==> config.mk <==
export PLATFORM = sky130hd
export DESIGN_NAME = pcm_sync_link
export DESIGN_NICKNAME = d
export VERILOG_FILES = /design/src/rtl/pcm_link_pkg.sv /design/src/rtl/pcm_frame_timer.sv /design/src/rtl/pcm_tx_serializer.sv /design/src/rtl/pcm_rx_deserializer.sv /design/src/rtl/pcm_sync_link.sv
export SDC_FILE = /design/constraint.sdc
export NUM_CORES = 1
export LEC_CHECK = 0
export ABC_AREA = 1
export BUFFER_PORTS_ARGS = -buffer_cell sky130_fd_sc_hd__buf_4
export CORE_UTILIZATION = 50
export CTS_BUF_LIST = sky130_fd_sc_hd__clkbuf_8
export CTS_CLUSTER_SIZE = 16
export DETAILED_ROUTE_END_ITERATION = 10
export PLACE_DENSITY = 0.68
export SETUP_SLACK_MARGIN = 0.1
export SLEW_MARGIN = 10
export SYNTH_ARGS = -nofsm -noshare
export SYNTH_HDL_FRONTEND = slang
export SYNTH_HIERARCHICAL = 1
export SYNTH_SLANG_ARGS = --single-unit
==> constraint.sdc <==
create_clock -name clk -period 8.55 [get_ports clk]
set_input_delay 1.71 -clock clk [delete_from_list [all_inputs] [get_ports clk]]
set_output_delay 1.71 -clock clk [all_outputs]
set_load 0.01 [all_outputs]
==> src/rtl/pcm_link_pkg.sv <==
package pcm_link_pkg;
  typedef enum logic {
    SYNC_SHORT = 1'b0,
    SYNC_LONG  = 1'b1
  } sync_mode_e;
endpackage

==> src/rtl/pcm_frame_timer.sv <==
module pcm_frame_timer
  import pcm_link_pkg::*;
#(
  parameter int unsigned SAMPLE_MIN = 8,
  parameter int unsigned SAMPLE_MAX = 16,
  parameter int unsigned LEN_W      = 8,
  parameter int unsigned LONG_SYNC  = 13,
  parameter int unsigned WW         = $clog2(SAMPLE_MAX + 1)
) (
  input  logic             clk,
  input  logic             rst_n,
  input  logic             bclk_en,
  input  sync_mode_e       sync_mode,
  input  logic [WW-1:0]    sample_bits,
  input  logic [LEN_W-1:0] frame_bits,
  output logic             frame_start,
  output logic             fs,
  output logic             in_data,
  output logic             first_bit,
  output logic             last_bit,
  output logic [WW-1:0]    bit_idx,
  output logic [WW-1:0]    lat_w
);
  localparam logic [LEN_W-1:0] ONE  = LEN_W'(1);
  localparam logic [LEN_W-1:0] LSYN = LEN_W'(LONG_SYNC);

  logic [WW-1:0]    w_req;
  logic [LEN_W-1:0] w_len, len_min, len_req;
  logic             live;
  logic [LEN_W-1:0] slot, lat_len;
  sync_mode_e       lat_mode;
  logic [LEN_W-1:0] lat_wl, d_off, offs, idx_full;

  // Requested width and length, limited to the legal range
  always_comb begin
    if (sample_bits < WW'(SAMPLE_MIN))      w_req = WW'(SAMPLE_MIN);
    else if (sample_bits > WW'(SAMPLE_MAX)) w_req = WW'(SAMPLE_MAX);
    else                                    w_req = sample_bits;
    w_len = LEN_W'(w_req);
    if (sync_mode == SYNC_LONG) len_min = (w_len > LSYN) ? w_len : LSYN;
    else                        len_min = w_len + ONE;
    len_req = (frame_bits < len_min) ? len_min : frame_bits;
  end

  assign frame_start = bclk_en && (!live || slot == lat_len - ONE);

  always_ff @(posedge clk or negedge rst_n) begin
    if (!rst_n) begin
      live     <= 1'b0;
      slot     <= '0;
      lat_len  <= '0;
      lat_w    <= '0;
      lat_mode <= SYNC_SHORT;
    end else if (frame_start) begin
      live     <= 1'b1;
      slot     <= '0;
      lat_len  <= len_req;
      lat_w    <= w_req;
      lat_mode <= sync_mode;
    end else if (bclk_en) begin
      slot <= slot + ONE;
    end
  end

  always_comb begin
    lat_wl    = LEN_W'(lat_w);
    d_off     = (lat_mode == SYNC_LONG) ? '0 : ONE;
    offs      = slot - d_off;
    idx_full  = lat_wl - ONE - offs;
    bit_idx   = idx_full[WW-1:0];
    in_data   = live && (slot >= d_off) && (slot < d_off + lat_wl);
    first_bit = in_data && (slot == d_off);
    last_bit  = in_data && (slot == d_off + lat_wl - ONE);
    fs        = live && ((lat_mode == SYNC_LONG) ? (slot < LSYN) : (slot == '0));
  end


  len_floor_chk: assert property (@(posedge clk) disable iff (!rst_n)
    live |-> (lat_len >= lat_wl + d_off) && (lat_mode != SYNC_LONG || lat_len >= LSYN));


  slot_range_chk: assert property (@(posedge clk) disable iff (!rst_n)
    live |-> slot < lat_len);


  short_pulse_chk: assert property (@(posedge clk) disable iff (!rst_n)
    (fs && lat_mode == SYNC_SHORT && bclk_en) |=> !fs);


  hold_slot_chk: assert property (@(posedge clk) disable iff (!rst_n)
    !bclk_en |=> $stable(slot) && $stable(live));
endmodule

==> src/rtl/pcm_tx_serializer.sv <==
module pcm_tx_serializer #(
  parameter int unsigned SAMPLE_MAX = 16,
  parameter int unsigned WW         = $clog2(SAMPLE_MAX + 1)
) (
  input  logic                  clk,
  input  logic                  rst_n,
  input  logic                  load,
  input  logic                  load_valid,
  input  logic [SAMPLE_MAX-1:0] load_data,
  input  logic                  in_data,
  input  logic [WW-1:0]         bit_idx,
  output logic                  sd
);
  logic [SAMPLE_MAX-1:0] word;

  always_ff @(posedge clk or negedge rst_n) begin
    if (!rst_n)    word <= '0;
    else if (load) word <= load_valid ? load_data : '0;
  end

  assign sd = in_data && word[bit_idx];


  idle_zero_chk: assert property (@(posedge clk) disable iff (!rst_n)
    (load && !load_valid) |=> !sd);
endmodule

==> src/rtl/pcm_rx_deserializer.sv <==
module pcm_rx_deserializer #(
  parameter int unsigned SAMPLE_MAX = 16,
  parameter int unsigned WW         = $clog2(SAMPLE_MAX + 1)
) (
  input  logic                  clk,
  input  logic                  rst_n,
  input  logic                  tick,
  input  logic                  in_data,
  input  logic                  first_bit,
  input  logic                  last_bit,
  input  logic [WW-1:0]         lat_w,
  input  logic                  sd_in,
  output logic [SAMPLE_MAX-1:0] rx_data,
  output logic                  rx_valid
);
  logic [SAMPLE_MAX-1:0] acc, acc_next, ext;

  always_comb begin
    acc_next = first_bit ? {{(SAMPLE_MAX-1){1'b0}}, sd_in}
                         : {acc[SAMPLE_MAX-2:0], sd_in};
    for (int i = 0; i < SAMPLE_MAX; i++)
      ext[i] = (WW'(i) < lat_w) ? acc_next[i] : acc_next[lat_w - WW'(1)];
  end

  always_ff @(posedge clk or negedge rst_n) begin
    if (!rst_n) begin
      acc      <= '0;
      rx_data  <= '0;
      rx_valid <= 1'b0;
    end else begin
      rx_valid <= tick && last_bit;
      if (tick && in_data)  acc     <= acc_next;
      if (tick && last_bit) rx_data <= ext;
    end
  end


  pulse_once_chk: assert property (@(posedge clk) disable iff (!rst_n)
    rx_valid |=> !rx_valid);


  data_hold_chk: assert property (@(posedge clk) disable iff (!rst_n)
    !(tick && last_bit) |=> $stable(rx_data));
endmodule

==> src/rtl/pcm_sync_link.sv <==
module pcm_sync_link
  import pcm_link_pkg::*;
#(
  parameter int unsigned SAMPLE_MIN = 8,
  parameter int unsigned SAMPLE_MAX = 16,
  parameter int unsigned LEN_W      = 8,
  parameter int unsigned LONG_SYNC  = 13,
  parameter int unsigned WW         = $clog2(SAMPLE_MAX + 1)
) (
  input  logic                  clk,
  input  logic                  rst_n,
  input  logic                  bclk_en,
  input  logic                  long_mode,
  input  logic [WW-1:0]         sample_bits,
  input  logic [LEN_W-1:0]      frame_bits,
  input  logic [SAMPLE_MAX-1:0] tx_data,
  input  logic                  tx_valid,
  output logic                  tx_ready,
  output logic                  fs_out,
  output logic                  sd_out,
  input  logic                  sd_in,
  output logic [SAMPLE_MAX-1:0] rx_data,
  output logic                  rx_valid
);
  logic          frame_start, in_data, first_bit, last_bit;
  logic [WW-1:0] bit_idx, lat_w;
  sync_mode_e    mode;

  assign mode     = sync_mode_e'(long_mode);
  assign tx_ready = frame_start;

  pcm_frame_timer #(
    .SAMPLE_MIN(SAMPLE_MIN), .SAMPLE_MAX(SAMPLE_MAX), .LEN_W(LEN_W),
    .LONG_SYNC(LONG_SYNC), .WW(WW)
  ) u_timer (
    .clk(clk), .rst_n(rst_n), .bclk_en(bclk_en), .sync_mode(mode),
    .sample_bits(sample_bits), .frame_bits(frame_bits),
    .frame_start(frame_start), .fs(fs_out), .in_data(in_data),
    .first_bit(first_bit), .last_bit(last_bit), .bit_idx(bit_idx), .lat_w(lat_w)
  );

  pcm_tx_serializer #(.SAMPLE_MAX(SAMPLE_MAX), .WW(WW)) u_tx (
    .clk(clk), .rst_n(rst_n), .load(frame_start), .load_valid(tx_valid),
    .load_data(tx_data), .in_data(in_data), .bit_idx(bit_idx), .sd(sd_out)
  );

  pcm_rx_deserializer #(.SAMPLE_MAX(SAMPLE_MAX), .WW(WW)) u_rx (
    .clk(clk), .rst_n(rst_n), .tick(bclk_en), .in_data(in_data),
    .first_bit(first_bit), .last_bit(last_bit), .lat_w(lat_w),
    .sd_in(sd_in), .rx_data(rx_data), .rx_valid(rx_valid)
  );


  ready_tick_chk: assert property (@(posedge clk) disable iff (!rst_n)
    tx_ready |-> bclk_en);


  reset_quiet_chk: assert property (@(posedge clk)
    !rst_n |-> !fs_out && !sd_out && !rx_valid);
endmodule

* Word level (Yosys, flattened, before mapping)
Index checks and enable logic that the tools add are counted.
** Storage, ports and cells
- Register bits :: 71
- Bits in latches :: 0
- Bits in writable memories :: 0
- Memory bits (read-only) :: 0
- Input bits :: 35
- Output and inout bits :: 20
- Word-level logic and storage cells :: 90
- Memories :: 0
** Cells by class
- Add/subtract/negate cells :: 9
- $mul :: 0
- Divide/modulo/power cells :: 0
- $lt $le $gt $ge :: 25
- Equality and inequality tests :: 3
- Shift-type cells :: 0
- Mux-type cells :: 31
- Bitwise gates (word level) :: 0
- Reduce and logical (&&, ||, !) cells :: 13
** Operators by type and width (count)
- 4-bit by 5-bit < comparator with 1-bit output (first input constant) :: 8
- 16-bit two-way mux :: 2
- 8-bit two-way mux :: 4
- 3-bit by 5-bit < comparator with 1-bit output (first input constant) :: 4
- 1-bit two-way mux :: 20
- 8-bit == test :: 2
- 8-bit < comparator :: 2
- 8-bit by 1-bit subtractor with 8-bit output (second input constant) :: 2
- 5-bit two-way mux :: 3
- 1-bit by 5-bit < comparator with 1-bit output (first input constant) :: 2
- 2-bit by 5-bit < comparator with 1-bit output (first input constant) :: 2
- 5-bit < comparator (second input constant) :: 2
- 5-bit by 1-bit subtractor with 5-bit output (second input constant) :: 2
- 5-bit subtractor :: 2
- 1-bit logical AND :: 9
- 8-bit by 1-bit adder with 8-bit output (second input constant) :: 1
- 8-bit by 5-bit adder with 8-bit output :: 1
- 1-bit binary-select mux with 4-bit select :: 2
- 8-bit by 1-bit == test with 1-bit output :: 1
- 8-bit by 1-bit >= comparator with 1-bit output :: 1
- 8-bit logical NOT :: 1
- 8-bit by 4-bit < comparator with 1-bit output (second input constant) :: 1
- 5-bit by 1-bit adder with 6-bit output (second input constant) :: 1
- 5-bit by 4-bit greater-than comparator with 1-bit output (second input constant) :: 1
- other kinds (5) :: 5

* Depth between registers and ports, before layout
- Depth in word-level cells :: 9
- Depth in mapped cells :: 24
- Mapped depth without buffers :: 22

* Hierarchy
Netlist, hierarchy kept.
** Modules (own cells, without submodules)
- pcm_frame_timer :: times used 1, cells each 296, area an instance 2198.4 sq um, sequential area each 575.6 sq um
- pcm_rx_deserializer :: times used 1, cells each 267, area an instance 1843.0 sq um, sequential area each 800.8 sq um
- pcm_tx_serializer :: times used 1, cells each 105, area an instance 842.1 sq um, sequential area each 400.4 sq um

* Worst setup path before layout
OpenSTA, ideal clock, no wires.
- Kind :: input-to-output
- Start :: in bclk_en
- End :: out tx_ready
- Data arrival time :: 2.171 ns
- Data required time :: 6.840 ns
- Slack :: 4.669 ns
- Cell stages on the path :: 4
- Buffers on the path :: 2
- Cell sequence :: clkbuf_2 > nand2_4 > clkinv_4 > buf_6
** Between the ends
- Cells in the longest elaborated chain, start to end :: 1
** Ends and longest elaborated chain
- from (decl) :: RTL line pcm_sync_link.sv:12 : input logic bclk_en,
- 1-bit logical AND :: RTL line pcm_frame_timer.sv:45 : assign frame_start = bclk_en && (!live || slot == lat_len - ONE);
- to (decl) :: RTL line pcm_sync_link.sv:18 : output logic tx_ready,
No other way between the ends.

* Worst setup path after layout
- Start :: reg u_timer.lat_w[0]
- End :: out sd_out
** Between the ends
- Elaborated cells on any way between the ends :: 8
- Those cells by class :: 3 x add/sub; 1 x order compare; 2 x mux; 2 x reduce/logical
** RTL lines
- from (decl) :: RTL line pcm_frame_timer.sv:22 : output logic [WW-1:0] lat_w
- from (signal assigned) :: RTL line pcm_frame_timer.sv:58 : lat_w <= w_req;
- 8-bit by 5-bit adder with 8-bit output :: RTL line pcm_frame_timer.sv:71 : in_data = live && (slot >= d_off) && (slot < d_off + lat_wl);
- 8-bit < comparator :: RTL line pcm_frame_timer.sv:71
- 1-bit logical AND :: RTL line pcm_frame_timer.sv:71
- named net in_data :: RTL line pcm_sync_link.sv:25 : logic frame_start, in_data, first_bit, last_bit;
- 1-bit logical AND :: RTL line pcm_tx_serializer.sv:21 : assign sd = in_data && word[bit_idx];
- to (decl) :: RTL line pcm_sync_link.sv:20 : output logic sd_out,
The timed path passes the listed nets, and every way through them passes these cells. The select of a mux whose other input is x is not followed.

==> metrics <==
Initial Utilization between 50% and 60%; CP required slightly below 7 ns; PwrDens ~180 mW/mm2; die area 0.0101 mm2; CP max stage cell dfrtp_1; DRT Pass-1 Iters 5; Critical R2R Launch u_timer/lat_w[0]; critical path endpoint sd_out; clk root buf clkbuf_8; WL per Instance 13.4 um; cell count after synthesis ~660; Die W between 100 and 150 um; layout cells sized above 1 14.4%; crit path max fanout 16; Worst Setup SP u_timer/lat_w[0]; final worst-path setup slack around 3.7 ns; overall power consumption 0.00101 W; Slew @ Worst Pin 0.892 ns; initial antenna violation count 0; Peak Freq between 0.2 and 0.25 GHz; maximum clock path buffer count 2; synthesized area between 0.004 and 0.005 mm2; post-place setup slack slightly above 4 ns; core area approximately 0.0093 mm2; utilization after layout 58.6%; Iter 0 DRT Violations around 190; startpoint types flop; I/O pin count between 50 and 60; Final HPWL DP a little over 8000 um; clock slew at reported path FFs 0.07 ns; # setup viols final 0; global-route wire length before repair 19100 um; CTS tree done; gp weighted congestion 0.874; Final period util roughly 57%; Crit Path Class reg -> out; hold depth 2; Row Count 35; Max VDD drop between 0.08 and 0.09 mV; PostCTS Resize Cnt 0; antenna cells 0; Final Hold Fails 0; fill count a little under 900; post-synth net total just over 700; Remaining Overflow, GRT 0; clock latency on the worst-skew pair between 0.3 and 0.4 ns; CTS buffer count 9; fin crit period between 4 and 5 ns; Global Route Usage Sum 24.1%; Final Net Count around 770; clock sink count 71; hold_buf cts 0; Leak 3.00 nW; Area growth syn-to-layout 12.6%; YS warnings 6; number of global-route vias before repair 4110; most frequent cells in the layout 195 x nand2_1, 87 x nand3_1, 85 x inv_1; Avg Cell Area, Syn between 7 and 8 um2; CP cell instances ha_1 -> ha_1 -> nand3_1 -> xor2_1 -> ha_1 -> a21o_1 -> nand2_1 -> inv_1 -> nor2_1 -> inv_1 -> a21oi_2 -> buf_4; routed wire length 11200 um; Crit path top cell by count ha_1; worst reg2reg path depth 18; largest net degree at the start of global routing around 70; Max Cap Viol 0; drt via density roughly 5.3; most common cell after layout, fill and taps aside nand2_1; reg2reg setup slack about 4.7 ns; CTS H-tree depth 3; vias ~4400; DRC viols 0; run status completed; Final ANT Viol Nets 0; unrepaired setup endpoints after global routing no; Worst slew margin 40.6%; worst r2r dst u_rx/rx_data[2]; Worst setup EP type output port; die span in y between 100 and 150 um; Post-CTS Setup Repair Bufs 0; CP peak stage delay about 0.7 ns; Final Max Slew Viols 0; Clock Skew 0.00616 ns; HP Class reg -> reg; PortBufs between 50 and 60; Arr. time, crit path 3.13 ns; final setup TNS 0 ns
worst max-delay path: cells and delay by family (launching register included):
family / cells / cell delay [ns]
AND/OR/NAND/NOR: 3 / 0.35
XOR/XNOR: 1 / 0.35
flip-flops: 1 / 0.69
adder cells (fa/ha/maj): 3 / 0.80
buffers and inverters: 3 / 0.27
AO/OA/AOI/OAI: 2 / 0.30
sequential cells by signal, summed over array words and instances (netlist names):
signal	flops
u_rx/acc	15
u_rx/rx_data	16
u_rx/rx_valid	1
u_timer/lat_len	8
u_timer/lat_mode	1
u_timer/lat_w	5
u_timer/live	1
u_timer/slot	8
u_tx/word	16
per-stage QoR:
stage / hold slack [ns] / cell area (um2) / cells
floorplan: 0.449 / 4850 / 663
global placement: 0.465 / 5280 / 824
detailed placement: 0.466 / 5280 / 824
CTS: 0.486 / 5460 / 838
global route: 0.505 / 5460 / 838
finish: 0.482 / 5460 / 838
worst min-delay path by stage:
stage	from	to	slack, ns
after floorplan	u_timer/lat_len[1]	u_timer/lat_len[1]	0.45
after global placement	u_rx/rx_data[8]	u_rx/rx_data[8]	0.46
after detailed placement	u_rx/rx_data[7]	u_rx/rx_data[7]	0.47
after CTS	u_rx/rx_data[7]	u_rx/rx_data[7]	0.49
after global routing	u_rx/rx_data[2]	u_rx/rx_data[2]	0.50
final	u_rx/rx_data[15]	u_rx/rx_data[15]	0.48
cell type report:
| class | instances | area, um2 | area share [%] |
|---|---|---|---|
| Sequential cell | 71 | 1780 | 32.5 |
| Multi-Input combinational cell | 477 | 2570 | 47.0 |
| Tap cell | 129 | 161 | 2.95 |
| Clock inverter | 4 | 48.8 | 0.893 |
| Inverter | 92 | 355 | 6.50 |
| Timing Repair Buffer | 55 | 413 | 7.56 |
| Clock buffer | 10 | 138 | 2.52 |
power breakdown:
group	internal, W	switching [W]
Sequential	0.000372	0.0000478
Clock	0.000138	0.000125
Combinational	0.000127	0.000200
layer usage:
| layer | share of wire [%] | vias to the layer above | global-route usage (%) |
|---|---|---|---|
| li1 | - | 2207 | - |
| met1 | 47 | 2107 | 31.5 |
| met2 | 47 | 95 | 40.0 |
| met3 | 3.9 | 17 | 4.16 |
| met4 | 1.7 | 0 | 9.48 |
| met5 | 0 | - | 0 |
(Power assumes the default switching activity.)
